### config.mk
export PLATFORM = sky130hd
export DESIGN_NAME = utmi_bus_adapter
export DESIGN_NICKNAME = d
export VERILOG_FILES = /design/src/rtl/utmi_pkg.sv /design/src/rtl/utmi_tx_path.sv /design/src/rtl/utmi_rx_path.sv /design/src/rtl/utmi_bus_steer.sv /design/src/rtl/utmi_bus_adapter.sv
export SDC_FILE = /design/constraint.sdc
export NUM_CORES = 1
export LEC_CHECK = 0
export ABC_AREA = 1
export BUFFER_PORTS_ARGS = -buffer_cell sky130_fd_sc_hd__buf_2
export CORE_ASPECT_RATIO = 1.4
export CORE_MARGIN = 10
export CORE_UTILIZATION = 46
export CTS_CLUSTER_SIZE = 12
export DETAILED_ROUTE_END_ITERATION = 8
export PLACE_DENSITY = 0.78
export SYNTH_ARGS = -nofsm -noshare
export SYNTH_HDL_FRONTEND = slang
export SYNTH_HIERARCHICAL = 1
export SYNTH_SLANG_ARGS = --single-unit
### constraint.sdc
create_clock -name clk -period 1.3 [get_ports clk]
set_input_delay 0.26 -clock clk [delete_from_list [all_inputs] [get_ports clk]]
set_output_delay 0.26 -clock clk [all_outputs]
set_load 0.005 [all_outputs]
### src/rtl/utmi_pkg.sv
package utmi_pkg;

  typedef enum logic {
    TXS_IDLE = 1'b0,
    TXS_OPEN = 1'b1
  } tx_state_e;

  // Number of line bytes a captured link word turns into.
  function automatic logic [1:0] word_byte_count(input logic wide, input logic hi_valid);
    return (wide && hi_valid) ? 2'd2 : 2'd1;
  endfunction

endpackage

### src/rtl/utmi_tx_path.sv
module utmi_tx_path
  import utmi_pkg::*;
#(
  parameter int unsigned BW = 8
) (
  input  logic              clk,
  input  logic              rst_n,
  input  logic              mode_wide,
  input  logic              tx_valid,
  input  logic [2*BW-1:0]   word_in,
  input  logic              hi_valid,
  input  logic              rx_busy,
  input  logic              byte_ready,
  output logic              tx_ready,
  output logic              byte_valid,
  output logic [BW-1:0]     byte_data,
  output logic              pkt_start,
  output logic              pkt_end,
  output logic              tx_idle
);
  localparam int unsigned WW = 2 * BW;

  tx_state_e       state_q;
  logic [WW-1:0]   hold_q;
  logic [1:0]      pend_q;
  logic            is_open;
  logic            byte_fire;
  logic            word_load;

  assign is_open    = (state_q == TXS_OPEN);
  assign tx_idle    = !is_open;
  assign byte_valid = (pend_q != 2'd0);
  assign byte_data  = hold_q[BW-1:0];
  assign byte_fire  = byte_valid && byte_ready;
  assign tx_ready   = is_open && tx_valid &&
                      ((pend_q == 2'd0) || ((pend_q == 2'd1) && byte_ready));
  assign word_load  = tx_ready;
  assign pkt_start  = !is_open && tx_valid && !rx_busy;
  assign pkt_end    = is_open && !tx_valid && (pend_q == 2'd0);

  always_ff @(posedge clk or negedge rst_n) begin
    if (!rst_n) begin
      state_q <= TXS_IDLE;
    end else if (pkt_start) begin
      state_q <= TXS_OPEN;
    end else if (pkt_end) begin
      state_q <= TXS_IDLE;
    end
  end

  always_ff @(posedge clk or negedge rst_n) begin
    if (!rst_n) begin
      hold_q <= '0;
      pend_q <= 2'd0;
    end else if (word_load) begin
      hold_q <= mode_wide ? word_in : {{BW{1'b0}}, word_in[BW-1:0]};
      pend_q <= word_byte_count(mode_wide, hi_valid);
    end else if (byte_fire) begin
      hold_q <= hold_q >> BW;
      pend_q <= pend_q - 2'd1;
    end
  end

  // a two-byte word blocks the next capture
  assert_pair_blocks_ready_R6: assert property (@(posedge clk) disable iff (!rst_n)
    (pend_q == 2'd2) |-> !tx_ready);
  // the high byte follows the low byte
  assert_high_byte_follows_R6: assert property (@(posedge clk) disable iff (!rst_n)
    (byte_fire && pend_q == 2'd2) |=> byte_valid);
  // a fresh packet can take a word at once
  assert_ready_after_start_R4: assert property (@(posedge clk) disable iff (!rst_n)
    pkt_start |=> (!tx_valid || tx_ready));
  // after the end pulse nothing is left to send
  assert_end_leaves_empty_R7: assert property (@(posedge clk) disable iff (!rst_n)
    pkt_end |=> (!byte_valid && !tx_ready));
endmodule

### src/rtl/utmi_rx_path.sv
module utmi_rx_path #(
  parameter int unsigned BW = 8
) (
  input  logic              clk,
  input  logic              rst_n,
  input  logic              mode_wide,
  input  logic              in_active,
  input  logic              in_valid,
  input  logic [BW-1:0]     in_byte,
  input  logic              in_error,
  output logic              rx_valid,
  output logic              rx_active,
  output logic              rx_error,
  output logic [2*BW-1:0]   rx_word,
  output logic              rx_hi_valid
);
  localparam int unsigned WW = 2 * BW;

  logic [BW-1:0] low_q;
  logic          have_low;
  logic          flush_now;

  assign flush_now = mode_wide && !in_active && !in_valid && have_low;

  always_ff @(posedge clk or negedge rst_n) begin
    if (!rst_n) begin
      rx_valid    <= 1'b0;
      rx_active   <= 1'b0;
      rx_error    <= 1'b0;
      rx_word     <= '0;
      rx_hi_valid <= 1'b0;
      low_q       <= '0;
      have_low    <= 1'b0;
    end else begin
      rx_valid  <= 1'b0;
      rx_error  <= in_error;
      rx_active <= in_active || have_low;
      if (mode_wide) begin
        if (in_valid) begin
          if (have_low) begin
            rx_word     <= {in_byte, low_q};
            rx_hi_valid <= 1'b1;
            rx_valid    <= 1'b1;
            have_low    <= 1'b0;
          end else begin
            low_q    <= in_byte;
            have_low <= 1'b1;
          end
        end else if (flush_now) begin
          rx_word     <= {{BW{1'b0}}, low_q};
          rx_hi_valid <= 1'b0;
          rx_valid    <= 1'b1;
          have_low    <= 1'b0;
        end
      end else if (in_valid) begin
        rx_word     <= {in_byte, {(WW-BW){1'b0}}};
        rx_hi_valid <= 1'b0;
        rx_valid    <= 1'b1;
      end
    end
  end

  // presented data is always inside the active window
  assert_valid_inside_active_R10: assert property (@(posedge clk) disable iff (!rst_n)
    rx_valid |-> rx_active);
  // a new line error shows up one cycle later
  assert_error_timing_R11: assert property (@(posedge clk) disable iff (!rst_n)
    $rose(in_error) |=> rx_error);
  // a lone trailing byte is flushed with the high flag low
  assert_trailing_byte_R8: assert property (@(posedge clk) disable iff (!rst_n)
    flush_now |=> (rx_valid && !rx_hi_valid));
endmodule

### src/rtl/utmi_bus_steer.sv
module utmi_bus_steer #(
  parameter int unsigned BW = 8
) (
  input  logic              mode_wide,
  input  logic              tx_valid,
  input  logic              rx_valid,
  input  logic [2*BW-1:0]   rx_word,
  input  logic              rx_hi_valid,
  output logic [2*BW-1:0]   bus_out,
  output logic [2*BW-1:0]   bus_oe,
  output logic              hi_out,
  output logic              hi_oe
);
  localparam int unsigned WW = 2 * BW;

  logic drive_wide;

  assign drive_wide = mode_wide && !tx_valid && rx_valid;
  assign bus_out    = rx_word;
  assign hi_out     = rx_hi_valid;
  assign hi_oe      = drive_wide;

  always_comb begin
    if (mode_wide) begin
      bus_oe = {WW{drive_wide}};
    end else begin
      bus_oe = {{(WW-BW){1'b1}}, {BW{1'b0}}};
    end
  end
endmodule

### src/rtl/utmi_bus_adapter.sv
module utmi_bus_adapter #(
  parameter int unsigned BYTE_W = 8
) (
  input  logic                  clk,
  input  logic                  rst_n,
  input  logic                  bus_wide,
  input  logic                  tx_valid,
  output logic                  tx_ready,
  input  logic [2*BYTE_W-1:0]   bus_in,
  output logic [2*BYTE_W-1:0]   bus_out,
  output logic [2*BYTE_W-1:0]   bus_oe,
  input  logic                  hi_in,
  output logic                  hi_out,
  output logic                  hi_oe,
  output logic                  rx_valid,
  output logic                  rx_active,
  output logic                  rx_error,
  output logic [BYTE_W-1:0]     line_tx_byte,
  output logic                  line_tx_valid,
  input  logic                  line_tx_ready,
  output logic                  line_tx_start,
  output logic                  line_tx_end,
  input  logic [BYTE_W-1:0]     line_rx_byte,
  input  logic                  line_rx_valid,
  input  logic                  line_rx_active,
  input  logic                  line_rx_error
);
  localparam int unsigned WW = 2 * BYTE_W;

  logic          mode_q;
  logic          tx_idle;
  logic          quiet_now;
  logic [WW-1:0] rx_word;
  logic          rx_hi_valid;

  assign quiet_now = tx_idle && !tx_valid && !rx_active && !line_rx_active;

  always_ff @(posedge clk or negedge rst_n) begin
    if (!rst_n) begin
      mode_q <= 1'b1;
    end else if (quiet_now) begin
      mode_q <= bus_wide;
    end
  end

  utmi_tx_path #(.BW(BYTE_W)) u_tx (
    .clk(clk), .rst_n(rst_n), .mode_wide(mode_q),
    .tx_valid(tx_valid), .word_in(bus_in), .hi_valid(hi_in),
    .rx_busy(rx_active), .byte_ready(line_tx_ready),
    .tx_ready(tx_ready), .byte_valid(line_tx_valid), .byte_data(line_tx_byte),
    .pkt_start(line_tx_start), .pkt_end(line_tx_end), .tx_idle(tx_idle)
  );

  utmi_rx_path #(.BW(BYTE_W)) u_rx (
    .clk(clk), .rst_n(rst_n), .mode_wide(mode_q),
    .in_active(line_rx_active), .in_valid(line_rx_valid),
    .in_byte(line_rx_byte), .in_error(line_rx_error),
    .rx_valid(rx_valid), .rx_active(rx_active), .rx_error(rx_error),
    .rx_word(rx_word), .rx_hi_valid(rx_hi_valid)
  );

  utmi_bus_steer #(.BW(BYTE_W)) u_steer (
    .mode_wide(mode_q), .tx_valid(tx_valid), .rx_valid(rx_valid),
    .rx_word(rx_word), .rx_hi_valid(rx_hi_valid),
    .bus_out(bus_out), .bus_oe(bus_oe), .hi_out(hi_out), .hi_oe(hi_oe)
  );

  // never drive the shared bus while the link transmits
  assert_no_contention_R2: assert property (@(posedge clk) disable iff (!rst_n)
    (mode_q && tx_valid) |-> (bus_oe == '0 && !hi_oe));
  // the mode holds while any transfer is in flight
  assert_mode_frozen_R13: assert property (@(posedge clk) disable iff (!rst_n)
    (!tx_idle || rx_active || line_rx_active) |=> $stable(mode_q));
  // no transmit start over an active receive packet
  assert_tx_deferred_R12: assert property (@(posedge clk) disable iff (!rst_n)
    (rx_active && tx_idle) |=> !tx_ready);
endmodule

Word level (Yosys, flattened, before mapping) --
Index checks and enable logic that the tools add are counted.
Word-level totals: register bits 49, bits of input ports 33, output and inout port bits 49, logic and storage cells 74
Operators by class: add/sub/neg operators 1, equality and inequality tests 2, muxes and demuxes 26, bitwise gates (word level) 1, reductions and logical operators 33
Operators with widths (count):
- 16-bit two-way mux | 9
- 1-bit logical AND | 17
- 1-bit two-way mux | 14
- 2-bit nonzero test | 5
- 2-bit two-way mux | 3
- 3-bit AND reduction | 2
- 1-bit zero test | 5
- 3-bit by 2-bit != test with 1-bit output (second input constant) | 1
- 2-bit by 1-bit equality test with 1-bit output (second input constant) | 1
- 2-bit zero test | 1
- 1-bit logical OR | 2
- 2-bit AND reduction | 1
- 2-bit by 1-bit subtractor with 2-bit output (second input constant) | 1
- 1-bit inverter | 1

Depth between registers and ports, before layout --
depth after elaboration 7, mapped depth 9, mapped depth without buffers 9

Hierarchy --
Netlist, hierarchy kept.
Modules (own cells, without submodules):
- utmi_rx_path | instances 1, cells an instance 140, area an instance 1243.7 sq um
- utmi_tx_path | instances 1, cells an instance 128, area an instance 1041.0 sq um
- utmi_bus_steer | instances 1, cells an instance 36, area an instance 252.7 sq um
- utmi_bus_adapter | instances 1, cells an instance 8, area an instance 58.8 sq um

Least setup slack after synthesis --
OpenSTA, ideal clock, no wires.
path kind register -> output, start point register mode_q, end point output port bus_oe[1], arrival 1.147 ns, data required time 1.040 ns, setup slack -0.107 ns, cell stages (with the launch flop) 4, path buffers 1, cell sequence dfstp_2 > nand2_1 > nor2_1 > buf_4
On the way: cells in the longest elaborated chain, start to end 3
RTL lines:
- from (decl) | line utmi_bus_adapter.sv:30 | logic mode_q;
- from (signal assigned) | line utmi_bus_adapter.sv:42 | mode_q <= bus_wide;
- 1-bit logical AND (2 in series) | line utmi_bus_steer.sv:18 | assign drive_wide = mode_wide && !tx_valid && rx_valid;
- 16-bit two-way mux (*) | line utmi_bus_steer.sv:24 | if (mode_wide) begin
- to (decl) | line utmi_bus_adapter.sv:11 | output logic [2*BYTE_W-1:0] bus_oe,
Mark *: on every way between the ends. The rest lies on a longest branch, timed or not.

Worst setup path after layout --
start point register u_tx.pend_q[0], end point output port line_tx_end
On the way: cells in the longest elaborated chain, start to end 2
RTL lines:
- from (decl) | line utmi_tx_path.sv:25 | logic [1:0] pend_q;
- from (signal assigned) | line utmi_tx_path.sv:57 | pend_q <= word_byte_count(mode_wide, hi_valid);
- from (signal assigned) | line utmi_tx_path.sv:60 | pend_q <= pend_q - 2'd1;
- 2-bit zero test | line utmi_tx_path.sv:39 | assign pkt_end = is_open && !tx_valid && (pend_q == 2'd0);
- 1-bit logical AND | line utmi_tx_path.sv:39
- to (decl) | line utmi_bus_adapter.sv:22 | output logic line_tx_end,
No other way between the ends.

==> out/qor.txt <==
Mean Syn Cell Area -> 8.321 sq um
CTS buffer count -> 5
CTS Sinks -> 49
most numerous cell in the Yosys netlist -> nand2_1
dpl cells -> 428
P&R area growth vs syn -> 34.46%
DPL Wire Length -> 4.639 mm
vias per cell -> 4.899
Placer Congestion -> 0.7936
RSZ-0062 raised after global routing -> yes
die width -> 83.50 microns
Leak -> 1.922 nW
final instance area -> 3491 sq um
Worst Tran Pin Value -> 0.3242 ns
Cell Rows -> 32
Comb power frac -> 0.540
core area -> 5485 sq um
Startpoint Class -> flip-flop
share of cells above drive strength 1 -> 0.4884
# setup viols final -> 65
Syn Nets -> 347
most frequent cells after synthesis -> 110 x nand2_1, 48 x dfrtp_1, 40 x buf_4, 30 x inv_1, 27 x nand3_1
total number of vias -> 2229
antenna violations before repair -> 0
Yosys warnings -> 6
Synth area leaders -> dfrtp_1 46%, nand2_1 16%, buf_4 12%
min cycle time layout -> 1.526 ns
CP Buf/Inv Count -> 3
fmax -> 655.1 MHz
delay of the slowest critical-path stage -> 0.41 ns
Hold WS -> 0.05664 ns
crit-path cells -> inv_1 -> ha_2 -> inv_4 -> nor3_4 -> buf_2
ys flop type -> dfrtp_1
top-area cell type share of the netlist area -> 0.4627
CTS root buffer -> clkbuf_8
Seq/Total Area, Yosys -> 0.4728
Crit path arrival time -> 1.27 ns
Netlist cell types -> 25
Power Density -> 2237 nW/um^2
Final Cycle Share -> 1.174
CTS tree -> done
Die Area -> 9092 sq um
CP delay by family, top -> flip-flops
CTS H-tree depth -> 2
# nets final -> 422
clock latency on the worst-skew pair -> 0.30 ns
post-synth top area cell -> dfrtp_1
Crit. End Element -> primary output
Initial Util -> 0.4733
Fin Clk Skew -> 0.008074 ns
initial drt markers -> 69
violated checks -> setup timing
largest net degree at the start of global routing -> 26
Antenna Nets Post-Route -> 0
Power Internal -> 0.004564 W
P_sw -> 0.003247 W
Pins Over Slew Limit -> 0
mapped cell area -> 2596 sq um
drt wl/cell -> 15.26 microns
Diodes inserted -> 0
flops & latches, synth -> 49
Clk network pwr share -> 0.134
maximum vdd ir drop -> 1112 uV
slew margin rel. -> 0.7839
Global Route Usage Sum -> 0.1349
Die Ht -> 108.9 microns
Remaining Overflow, GRT -> 0
clock-pin transition on the worst setup and hold timing paths -> 0.08 ns
Top Ports -> 82
CP max stage cell -> dfrtp_1
vias in the first global route -> 2235
status -> finished, violations left
kind of critical path -> flip-flop to primary output
Async S/R FF share, synth -> 1.000
Finished Layout Cells -> 455
setup TNS -> -7.717 ns
endpoints failing hold -> 0
worst setup margin -> -0.2264 ns
max_cap viols -> 0
Sw Ratio -> 0.4157
Pwr Total -> 0.007811 W
port bufs -> 81
Syn Inst Count -> 312
Placed Area -> 2855 sq um
Post-synth EDFFs -> 0
routed wire length -> 6.942 mm
clock buffer depth -> 2
detailed-route DRC error count -> 0
Reg power frac -> 0.326
crit-path max FO -> 4
hold crit path type -> input pin to flip-flop
drt first pass iters -> 4
first-pass GRT wire length -> 10.21 mm
Worst EP required -> 1.04 ns
[metrics by stage]
step,util,setup slack (ns)
finish,0.6364,-0.2264
global route,0.6364,-0.3165
CTS,0.5634,-0.2299
detailed placement,0.5205,-0.01439
global placement,0.5205,0.03177
floorplan,-,0.0008946
[worst paths after layout]
check	from	to	slack [ns]	cells past startpoint
worst max-delay path	u_tx/pend_q[0]	line_tx_end	-0.23	5
worst min-delay path	line_rx_error	u_rx/rx_error	0.06	1
worst max register to register	mode_q	u_rx/low_q[0]	-0.14	8
worst min register to register	u_rx/rx_word[11]	u_rx/rx_word[11]	0.47	2
max in group asynchronous	rst_n	mode_q	0.53	3
min in group asynchronous	rst_n	u_tx/hold_q[12]	0.48	3
[worst reg2reg max path, stage by stage (launching register included)]
cell and delay, ns:
dfstp_2 0.58, buf_6 0.13, buf_12 0.11, buf_12 0.13, nand2_8 0.08, clkinv_8 0.10
nand2_8 0.06, nand2_2 0.06, nand2_1 0.07
[layout by cell type (no fill, tap or decap), types with 2 or more instances in the layout]
| cell | netlist | routed |
|---|---|---|
| o21ai_1 | 1 | 8 |
| clkinv_2 | 1 | 2 |
| clkbuf_8 | 0 | 5 |
| inv_1 | 30 | 24 |
| nand2_2 | 4 | 24 |
| dfrtp_1 | 48 | 48 |
| o21ai_4 | 1 | 2 |
| nand2_4 | 4 | 7 |
| ha_2 | 0 | 2 |
| nand2_1 | 110 | 83 |
| buf_12 | 0 | 4 |
| nand3_2 | 1 | 13 |
| nand3_1 | 27 | 15 |
| buf_2 | 1 | 79 |
| nand2_8 | 0 | 9 |
| nor2_1 | 3 | 2 |
| nor2_2 | 2 | 2 |
| o211ai_1 | 8 | 8 |
| buf_4 | 40 | 15 |
| buf_6 | 4 | 9 |
| nand3b_1 | 8 | 8 |
| inv_2 | 3 | 6 |
| nor2_4 | 1 | 2 |
| inv_4 | 1 | 2 |
[registers in the layout, summed over array words and instances (netlist names), 2 cells and up]
| name | cells |
|---|---|
| u_tx/pend_q | 2 |
| u_tx/hold_q | 16 |
| u_rx/rx_word | 16 |
| u_rx/low_q | 8 |
[power by group through the flow]
stage | clock network, W | registers [W] | logic (W)
floorplan | 0 | 0.00244 | 0.00238
global placement | 0 | 0.00248 | 0.00284
detailed placement | 0 | 0.00251 | 0.00292
CTS | 0.00108 | 0.00248 | 0.00329
global route | 0.00115 | 0.00263 | 0.00462
finish | 0.00105 | 0.00255 | 0.00422
[layout make-up]
cell class,count,area [sq um]
Multi-Input combinational cell,187,1212
Inverter,35,153.9
Timing Repair Buffer,108,699.4
Fill cell,451,1994
Sequential cell,49,1227
Timing Repair inverter,1,8.758
Clock buffer,5,68.82
Clock inverter,2,35.03
Tap cell,68,85.08
[layer usage]
layer	routed length [microns]	track usage	vias to the layer above
met5	0	0	-
met4	158	0.04916	0
met3	396	0.04179	16
met2	3894	0.2561	67
met1	2493	0.1360	1057
li1	-	-	1089
[what timing repair did]
action | 4_1_cts | 5_1_grt
setup buffers | 5 | 8
gates resized for setup | 26 | 65
endpoints found under the setup margin | 34 | 65
hold buffers | 1 | 0
gates cloned | 1 | 5
pin swaps | 8 | 23
endpoints found under the hold margin | 48 | 0
[logic make-up after synthesis]
logic type	Yosys count	synth area share
adder cells (fa/ha/maj)	2	0.009637
AO/OA/AOI/OAI	19	0.04867
buffers and inverters	81	0.1884
AND/OR/NAND/NOR	161	0.2805
flip-flops	49	0.4728
No activity file was read; power rests on OpenSTA's default activity.
